File: src/rtl/fpm_pkg.sv
package fpm_pkg;

    typedef enum logic [2:0] {
        ST_IDLE,
        ST_ROW_OPEN,
        ST_COL_ACCESS,
        ST_PRECHARGE,
        ST_REFRESH
    } fpm_state_e;

    typedef struct packed {
        logic ras_n;
        logic cas_n;
        logic we_n;
        logic oe_n;
    } fpm_strobe_t;

    localparam fpm_strobe_t STROBE_REST = '{ras_n: 1'b1, cas_n: 1'b1, we_n: 1'b1, oe_n: 1'b1};
    localparam fpm_strobe_t STROBE_PAGE = '{ras_n: 1'b0, cas_n: 1'b1, we_n: 1'b1, oe_n: 1'b1};

    function automatic int fpm_max(input int a, input int b);
        return (a > b) ? a : b;
    endfunction

    function automatic int fpm_bits(input int v);
        return (v < 2) ? 1 : $clog2(v + 1);
    endfunction

endpackage

File: src/rtl/fpm_downcnt.sv
module fpm_downcnt #(
    parameter int W       = 4,
    parameter int RST_VAL = 0
) (
    input  logic         clk,
    input  logic         rst,
    input  logic         load,
    input  logic [W-1:0] load_val,
    output logic         zero
);
    logic [W-1:0] cnt;

    always_ff @(posedge clk) begin
        if (rst) begin
            cnt <= W'(RST_VAL);
        end else if (load) begin
            cnt <= load_val;
        end else if (cnt != '0) begin
            cnt <= cnt - W'(1);
        end
    end

    assign zero = (cnt == '0);
endmodule

File: src/rtl/fpm_page_tracker.sv
module fpm_page_tracker #(
    parameter int RW = 10
) (
    input  logic          clk,
    input  logic          rst,
    input  logic          open_en,
    input  logic [RW-1:0] open_row,
    input  logic          close_en,
    input  logic [RW-1:0] probe_row,
    output logic          hit
);
    logic          page_vld;
    logic [RW-1:0] page_row;

    always_ff @(posedge clk) begin
        if (rst) begin
            page_vld <= 1'b0;
            page_row <= '0;
        end else if (open_en) begin
            page_vld <= 1'b1;
            page_row <= open_row;
        end else if (close_en) begin
            page_vld <= 1'b0;
        end
    end

    assign hit = page_vld && (page_row == probe_row);
endmodule

File: src/rtl/fpm_dram_ctrl.sv
module fpm_dram_ctrl
    import fpm_pkg::*;
#(
    parameter int ROW_W        = 10,
    parameter int COL_W        = 10,
    parameter int DQ_W         = 4,
    parameter int T_RCD        = 2,
    parameter int T_CAS        = 2,
    parameter int T_CP         = 2,
    parameter int T_RP         = 6,
    parameter int T_RAS        = 7,
    parameter int T_RAS_MAX    = 9000,
    parameter int REF_INTERVAL = 1500,
    localparam int ADDR_W      = ROW_W + COL_W,
    localparam int PIN_W       = fpm_max(ROW_W, COL_W)
) (
    input  logic              clk,
    input  logic              rst,
    input  logic              req_valid,
    output logic              req_ready,
    input  logic [ADDR_W-1:0] req_addr,
    input  logic              req_we,
    input  logic [DQ_W-1:0]   req_wdata,
    output logic              rd_valid,
    output logic [DQ_W-1:0]   rd_data,
    output logic [PIN_W-1:0]  dram_addr,
    output logic              dram_ras_n,
    output logic              dram_cas_n,
    output logic              dram_we_n,
    output logic              dram_oe_n,
    output logic [DQ_W-1:0]   dram_dq_out,
    output logic              dram_dq_oe,
    input  logic [DQ_W-1:0]   dram_dq_in
);
    localparam int PH_MAX = fpm_max(fpm_max(T_RCD, T_CAS), fpm_max(T_CP, fpm_max(T_RP, T_RAS)));
    localparam int PH_W   = fpm_bits(PH_MAX);
    localparam int AGE_W  = fpm_bits(T_RAS_MAX);
    localparam int REF_W  = fpm_bits(REF_INTERVAL);

    fpm_state_e      st;
    fpm_strobe_t     strb;
    logic [PIN_W-1:0] addr_q;
    logic [DQ_W-1:0] dq_q;
    logic            dq_oe_q;
    logic            rd_pend;
    logic            rd_valid_q;
    logic [DQ_W-1:0] rd_data_q;
    logic            ref_due;
    logic            ref_phase;

    logic [ROW_W-1:0] req_row;
    logic [COL_W-1:0] req_col;
    assign req_row = req_addr[ADDR_W-1:COL_W];
    assign req_col = req_addr[COL_W-1:0];

    // Timer outputs
    logic ph_zero, rmin_zero, age_zero, ref_zero;
    logic ph_load;
    logic [PH_W-1:0] ph_val;
    logic hit;

    // Decisions taken this cycle
    logic close_need;
    logic do_open, do_ref, do_col, do_close, col_end, ref_ras, ref_end, pre_end;

    always_comb begin
        close_need = ref_due || age_zero || (req_valid && !hit);
        do_ref     = (st == ST_IDLE) && ref_due;
        do_open    = (st == ST_IDLE) && !ref_due && req_valid;
        do_col     = (st == ST_ROW_OPEN) && ph_zero && req_valid && hit && !close_need;
        do_close   = (st == ST_ROW_OPEN) && ph_zero && close_need && rmin_zero;
        col_end    = (st == ST_COL_ACCESS) && ph_zero;
        ref_ras    = (st == ST_REFRESH) && ph_zero && !ref_phase;
        ref_end    = (st == ST_REFRESH) && ph_zero && ref_phase;
        pre_end    = (st == ST_PRECHARGE) && ph_zero;
    end

    always_comb begin
        ph_load = do_open | do_ref | do_col | do_close | col_end | ref_ras | ref_end;
        ph_val  = '0;
        if (do_open)       ph_val = PH_W'(T_RCD - 1);
        else if (do_col)   ph_val = PH_W'(T_CAS - 1);
        else if (col_end)  ph_val = PH_W'(T_CP - 1);
        else if (ref_ras)  ph_val = PH_W'(T_RAS - 1);
        else if (do_close || ref_end) ph_val = PH_W'(T_RP - 1);
    end

    // Phase timer: length of the current strobe phase
    fpm_downcnt #(.W(PH_W), .RST_VAL(0)) u_ph_tmr (
        .clk(clk), .rst(rst), .load(ph_load), .load_val(ph_val), .zero(ph_zero)
    );

    // Minimum row-strobe low time
    fpm_downcnt #(.W(PH_W), .RST_VAL(0)) u_rmin_tmr (
        .clk(clk), .rst(rst), .load(do_open), .load_val(PH_W'(T_RAS - 1)), .zero(rmin_zero)
    );

    // Page age: forces closure before the low-time ceiling
    fpm_downcnt #(.W(AGE_W), .RST_VAL(0)) u_age_tmr (
        .clk(clk), .rst(rst), .load(do_open), .load_val(AGE_W'(T_RAS_MAX - 1)), .zero(age_zero)
    );

    // Refresh interval, free running
    fpm_downcnt #(.W(REF_W), .RST_VAL(REF_INTERVAL - 1)) u_ref_tmr (
        .clk(clk), .rst(rst), .load(ref_zero), .load_val(REF_W'(REF_INTERVAL - 1)), .zero(ref_zero)
    );

    fpm_page_tracker #(.RW(ROW_W)) u_page (
        .clk      (clk),
        .rst      (rst),
        .open_en  (do_open),
        .open_row (req_row),
        .close_en (do_close),
        .probe_row(req_row),
        .hit      (hit)
    );

    always_ff @(posedge clk) begin
        if (rst) begin
            st         <= ST_IDLE;
            strb       <= STROBE_REST;
            addr_q     <= '0;
            dq_q       <= '0;
            dq_oe_q    <= 1'b0;
            rd_pend    <= 1'b0;
            rd_valid_q <= 1'b0;
            rd_data_q  <= '0;
            ref_due    <= 1'b0;
            ref_phase  <= 1'b0;
        end else begin
            rd_valid_q <= 1'b0;
            if (ref_zero)    ref_due <= 1'b1;
            else if (do_ref) ref_due <= 1'b0;

            unique case (st)
                ST_IDLE: begin
                    if (do_ref) begin
                        strb.cas_n <= 1'b0;
                        ref_phase  <= 1'b0;
                        st         <= ST_REFRESH;
                    end else if (do_open) begin
                        strb.ras_n <= 1'b0;
                        addr_q     <= PIN_W'(req_row);
                        st         <= ST_ROW_OPEN;
                    end
                end
                ST_ROW_OPEN: begin
                    if (do_col) begin
                        strb.cas_n <= 1'b0;
                        strb.we_n  <= ~req_we;
                        strb.oe_n  <= req_we;
                        addr_q     <= PIN_W'(req_col);
                        dq_q       <= req_wdata;
                        dq_oe_q    <= req_we;
                        rd_pend    <= ~req_we;
                        st         <= ST_COL_ACCESS;
                    end else if (do_close) begin
                        strb.ras_n <= 1'b1;
                        st         <= ST_PRECHARGE;
                    end
                end
                ST_COL_ACCESS: begin
                    if (col_end) begin
                        strb    <= STROBE_PAGE;
                        dq_oe_q <= 1'b0;
                        if (rd_pend) begin
                            rd_valid_q <= 1'b1;
                            rd_data_q  <= dram_dq_in;
                        end
                        st <= ST_ROW_OPEN;
                    end
                end
                ST_PRECHARGE: begin
                    if (pre_end) st <= ST_IDLE;
                end
                ST_REFRESH: begin
                    if (ref_ras) begin
                        strb.ras_n <= 1'b0;
                        ref_phase  <= 1'b1;
                    end else if (ref_end) begin
                        strb <= STROBE_REST;
                        st   <= ST_PRECHARGE;
                    end
                end
                default: st <= ST_IDLE;
            endcase
        end
    end

    assign req_ready   = do_col;
    assign rd_valid    = rd_valid_q;
    assign rd_data     = rd_data_q;
    assign dram_addr   = addr_q;
    assign dram_ras_n  = strb.ras_n;
    assign dram_cas_n  = strb.cas_n;
    assign dram_we_n   = strb.we_n;
    assign dram_oe_n   = strb.oe_n;
    assign dram_dq_out = dq_q;
    assign dram_dq_oe  = dq_oe_q;
endmodule

File: config.mk
export PLATFORM = sky130hd
export DESIGN_NAME = fpm_dram_ctrl
export DESIGN_NICKNAME = d
export VERILOG_FILES = /design/src/rtl/fpm_pkg.sv /design/src/rtl/fpm_downcnt.sv /design/src/rtl/fpm_page_tracker.sv /design/src/rtl/fpm_dram_ctrl.sv
export SDC_FILE = /design/constraint.sdc
export NUM_CORES = 1
export LEC_CHECK = 0
export ABC_AREA = 0
export BUFFER_PORTS_ARGS = -buffer_cell sky130_fd_sc_hd__buf_2
export CAP_MARGIN = 0
export CORE_MARGIN = 2
export CORE_UTILIZATION = 30
export CTS_CLUSTER_DIAMETER = 100
export DETAILED_ROUTE_END_ITERATION = 8
export GPL_TIMING_DRIVEN = 1
export MAX_ROUTING_LAYER = met4
export PLACE_DENSITY = 0.46
export SYNTH_ARGS = -nofsm -noshare
export SYNTH_HDL_FRONTEND = slang
export SYNTH_SLANG_ARGS = --single-unit
File: constraint.sdc
create_clock -name clk -period 3.43 [get_ports clk]
set_clock_uncertainty 0.1 [all_clocks]
set_input_delay 0.1715 -clock clk [delete_from_list [all_inputs] [get_ports clk]]
set_output_delay 0.1715 -clock clk [all_outputs]
set_load 0.02 [all_outputs]
==> impl_metrics.ini <==
[status]
status = complete, no violations

[drt]
routed_wl_microns = 8370
via_per_inst = 4.83
num_vias = 3099
ant_nets = 0
drc = 0
drtPass1Iterations = 4
routedWlPerCell_microns = 13.1
drt_iter0_markers = 124

[final_layout]
multi_input_area_sq_mm = 0.00180
fillCellCount = 1184
stdcell_count = 641
regArea_sq_mm = 0.00144
diodes = 0
area_growth_pct = 26.9
fin_nets = 535
drive_gt1_frac = 0.178

[timing]
timing.hold.ws_ns = 0.0199
setup_tns_ns = 0
max_freq_ghz = 0.361
rsz0062_at_grt = no
slew_violations = 0
relSlewSlack = 0.525
timing.final.crit_share = 0.808
setup_violations = 0
worst_pin_slew_ns = 0.706
period_needed_ns = 2.77
hold_viol = 0

[setup_path]
reg2reg_slack_ns = 0.66
worstSetupEndpointType = flip-flop
r2r-end = u_ph_tmr.cnt[0]
arrival_ns = 2.91
r2r_start = u_age_tmr.cnt[0]
cp_max_fo = 23
rr_worst_depth = 9
crit_type = reg -> reg
cp-start-kind = flip-flop
critPathRequiredTime_ns = 3.57

[yosys]
synth_top_area_cell = dfxtp_1
synthTopCellsByArea = dfxtp_1 43%, nand2_1 8.3%, a21oi_1 5.9%
synth_seq_area_share = 0.427
synth_cells = 415
synth.distinct_cells = 49
synth-edff-count = 0
avgSynthCellArea_sq_um = 8.13
ys_warn_count = 0
ys_ff_latch = 72
yosysTopAreaCellShare = 0.427
synth_area_sq_mm = 0.00337
synth_top_flop_cell = dfxtp_1
synth-async-reset-ratio = 0
syn-num-nets = 454

[place]
place_congestion = 0.766
dp_hpwl_microns = 5880
dpl.cell_count = 597
port_buffers = 56

[die]
io_pins = 57
die_h_microns = 110
coreArea_sq_mm = 0.0109
die_w_microns = 110
num_rows = 38
start_util = 0.310
die-area_sq_mm = 0.0121

[power]
p_leak_nw = 1.77
peakVddDrop_mv = 0.197
finalPower_w = 0.00235
p_per_area_mw_per_mm2 = 549

[grt]
grt_pass1_wl_microns = 13800
grt_pass1_vias = 2881
grt_max_degree = 54
antenna_found_initial = 0
grt.overflow.total = 0
grt_usage = 0.152

[clock_network]
clock_sinks = 72
cts_root_buf = clkbuf_8
cts_buffer_depth = 2
htree_levels = 3
clock_latency_ns = 0.35
path_clk_slew_ns = 0.08
cts_tree = yes
cts_setup_buffers = 0
cts_resized = 0
cts_buffers = 9
hold_buffers = 28

[hold_path]
holdPathEnd = dram_oe_n
min_path_cells = 3
holdCritStartpoint = req_we
min_path_type = in -> reg

[job]
maxCapViolCount = 0
kinds of logic after synthesis:
group	share of synthesized area
fa+ha+maj	0.0260
mux	0.0226
flops	0.427
buf+inv	0.0375
compound gates	0.150
simple gates	0.266
xor+xnor	0.0701
power by group:
group / leakage [nW] / total [W] / switching, W / internal (W)
combinational: 1.07 / 0.000677 / 0.000385 / 0.000292
clock: 0.108 / 0.000669 / 0.000310 / 0.000360
sequential: 0.590 / 0.00100 / 0.0000756 / 0.000926
total: 1.77 / 0.00235 / 0.000770 / 0.00158
flip-flops by register name, indices dropped and copies added, names as in the netlist, 3 cells and up:
register         cells
u_rmin_tmr.cnt       3
dram_dq_out          4
u_ref_tmr.cnt       11
u_ph_tmr.cnt         3
u_page.page_row     10
rd_data              4
st                   3
dram_addr           10
u_age_tmr.cnt       14
routing by layer:
metal | vias to the layer above | global-route usage | routed length, microns
li1 | 1602 | - | -
met1 | 1434 | 0.179 | 3900
met2 | 55 | 0.253 | 4100
met3 | 8 | 0.0359 | 265
met4 | 0 | 0.0542 | 97
met5 | - | - | 0
through the flow:
step | cell area, sq um | setup WS [ns] | utilization
CTS | 4280 | 0.635 | 0.393
global placement | 3790 | 0.760 | 0.349
floorplan | 3370 | 1.19 | -
finish | 4280 | 0.658 | 0.393
global route | 4280 | 0.422 | 0.393
detailed placement | 3790 | 0.678 | 0.349
synthesized netlist by cell type, drive strengths merged (3+ instances only):
master / count
nand3: 11
xnor2: 9
dfxtp: 72
a31oi: 5
inv: 13
a21oi: 40
o21ai: 11
nor3: 19
ha: 7
nor2: 40
a311oi: 11
and2: 4
xor2: 18
nor4: 9
nand2b: 3
nand2: 75
mux2i: 5
or3: 11
clkbuf: 19
layout make-up:
type,count,share of cell area
tap,140,0.0409
multi-input combinational,310,0.422
clock buffer,14,0.0450
sequential,72,0.337
clock inverter,2,0.00234
timing repair buffer,90,0.142
inverter,13,0.0114
cells in the final DEF, fill, tap and decap left out, drive strengths merged, types with 2 or more instances in the layout:
cell type	count
dlygate4sd3	28
o21ai	11
o31ai	2
nor3	19
nor2b	2
or3	11
a21oi	40
dfxtp	72
nor4	9
nor2	40
a211oi	2
a21o	2
nand4	2
clkbuf	14
or3b	2
xnor2	9
nand2	75
nand3b	2
ha	7
mux2	2
or4	2
a311oi	11
nand2b	3
clkinv	2
mux2i	5
inv	13
buf	62
xor2	18
a31oi	5
nand3	11
and2	4
worst max path at each step:
stage          depth (start not counted)              end             start  slack, ns
3_3_place_gp                           6  u_ph_tmr.cnt[0]             st[2]       0.76
2_1_floorplan                          9  u_ph_tmr.cnt[0]  u_age_tmr.cnt[0]       1.19
3_5_place_dp                           6  u_ph_tmr.cnt[0]             st[2]       0.68
4_1_cts                                5        req_ready             st[2]       0.63
5_1_grt                                5        req_ready             st[2]       0.42
6_report                               9  u_ph_tmr.cnt[0]  u_age_tmr.cnt[0]       0.66
critical path, stage by stage, from the launching register on:
cell     delay (ns)
dfxtp_1        0.38
inv_1          0.08
ha_1           0.22
nor3b_1        0.15
nand4_1        0.09
buf_4          0.18
and4_1         0.28
a21o_1         0.58
and3b_4        0.30
mux2_4         0.28
(Power assumes the default switching activity.)
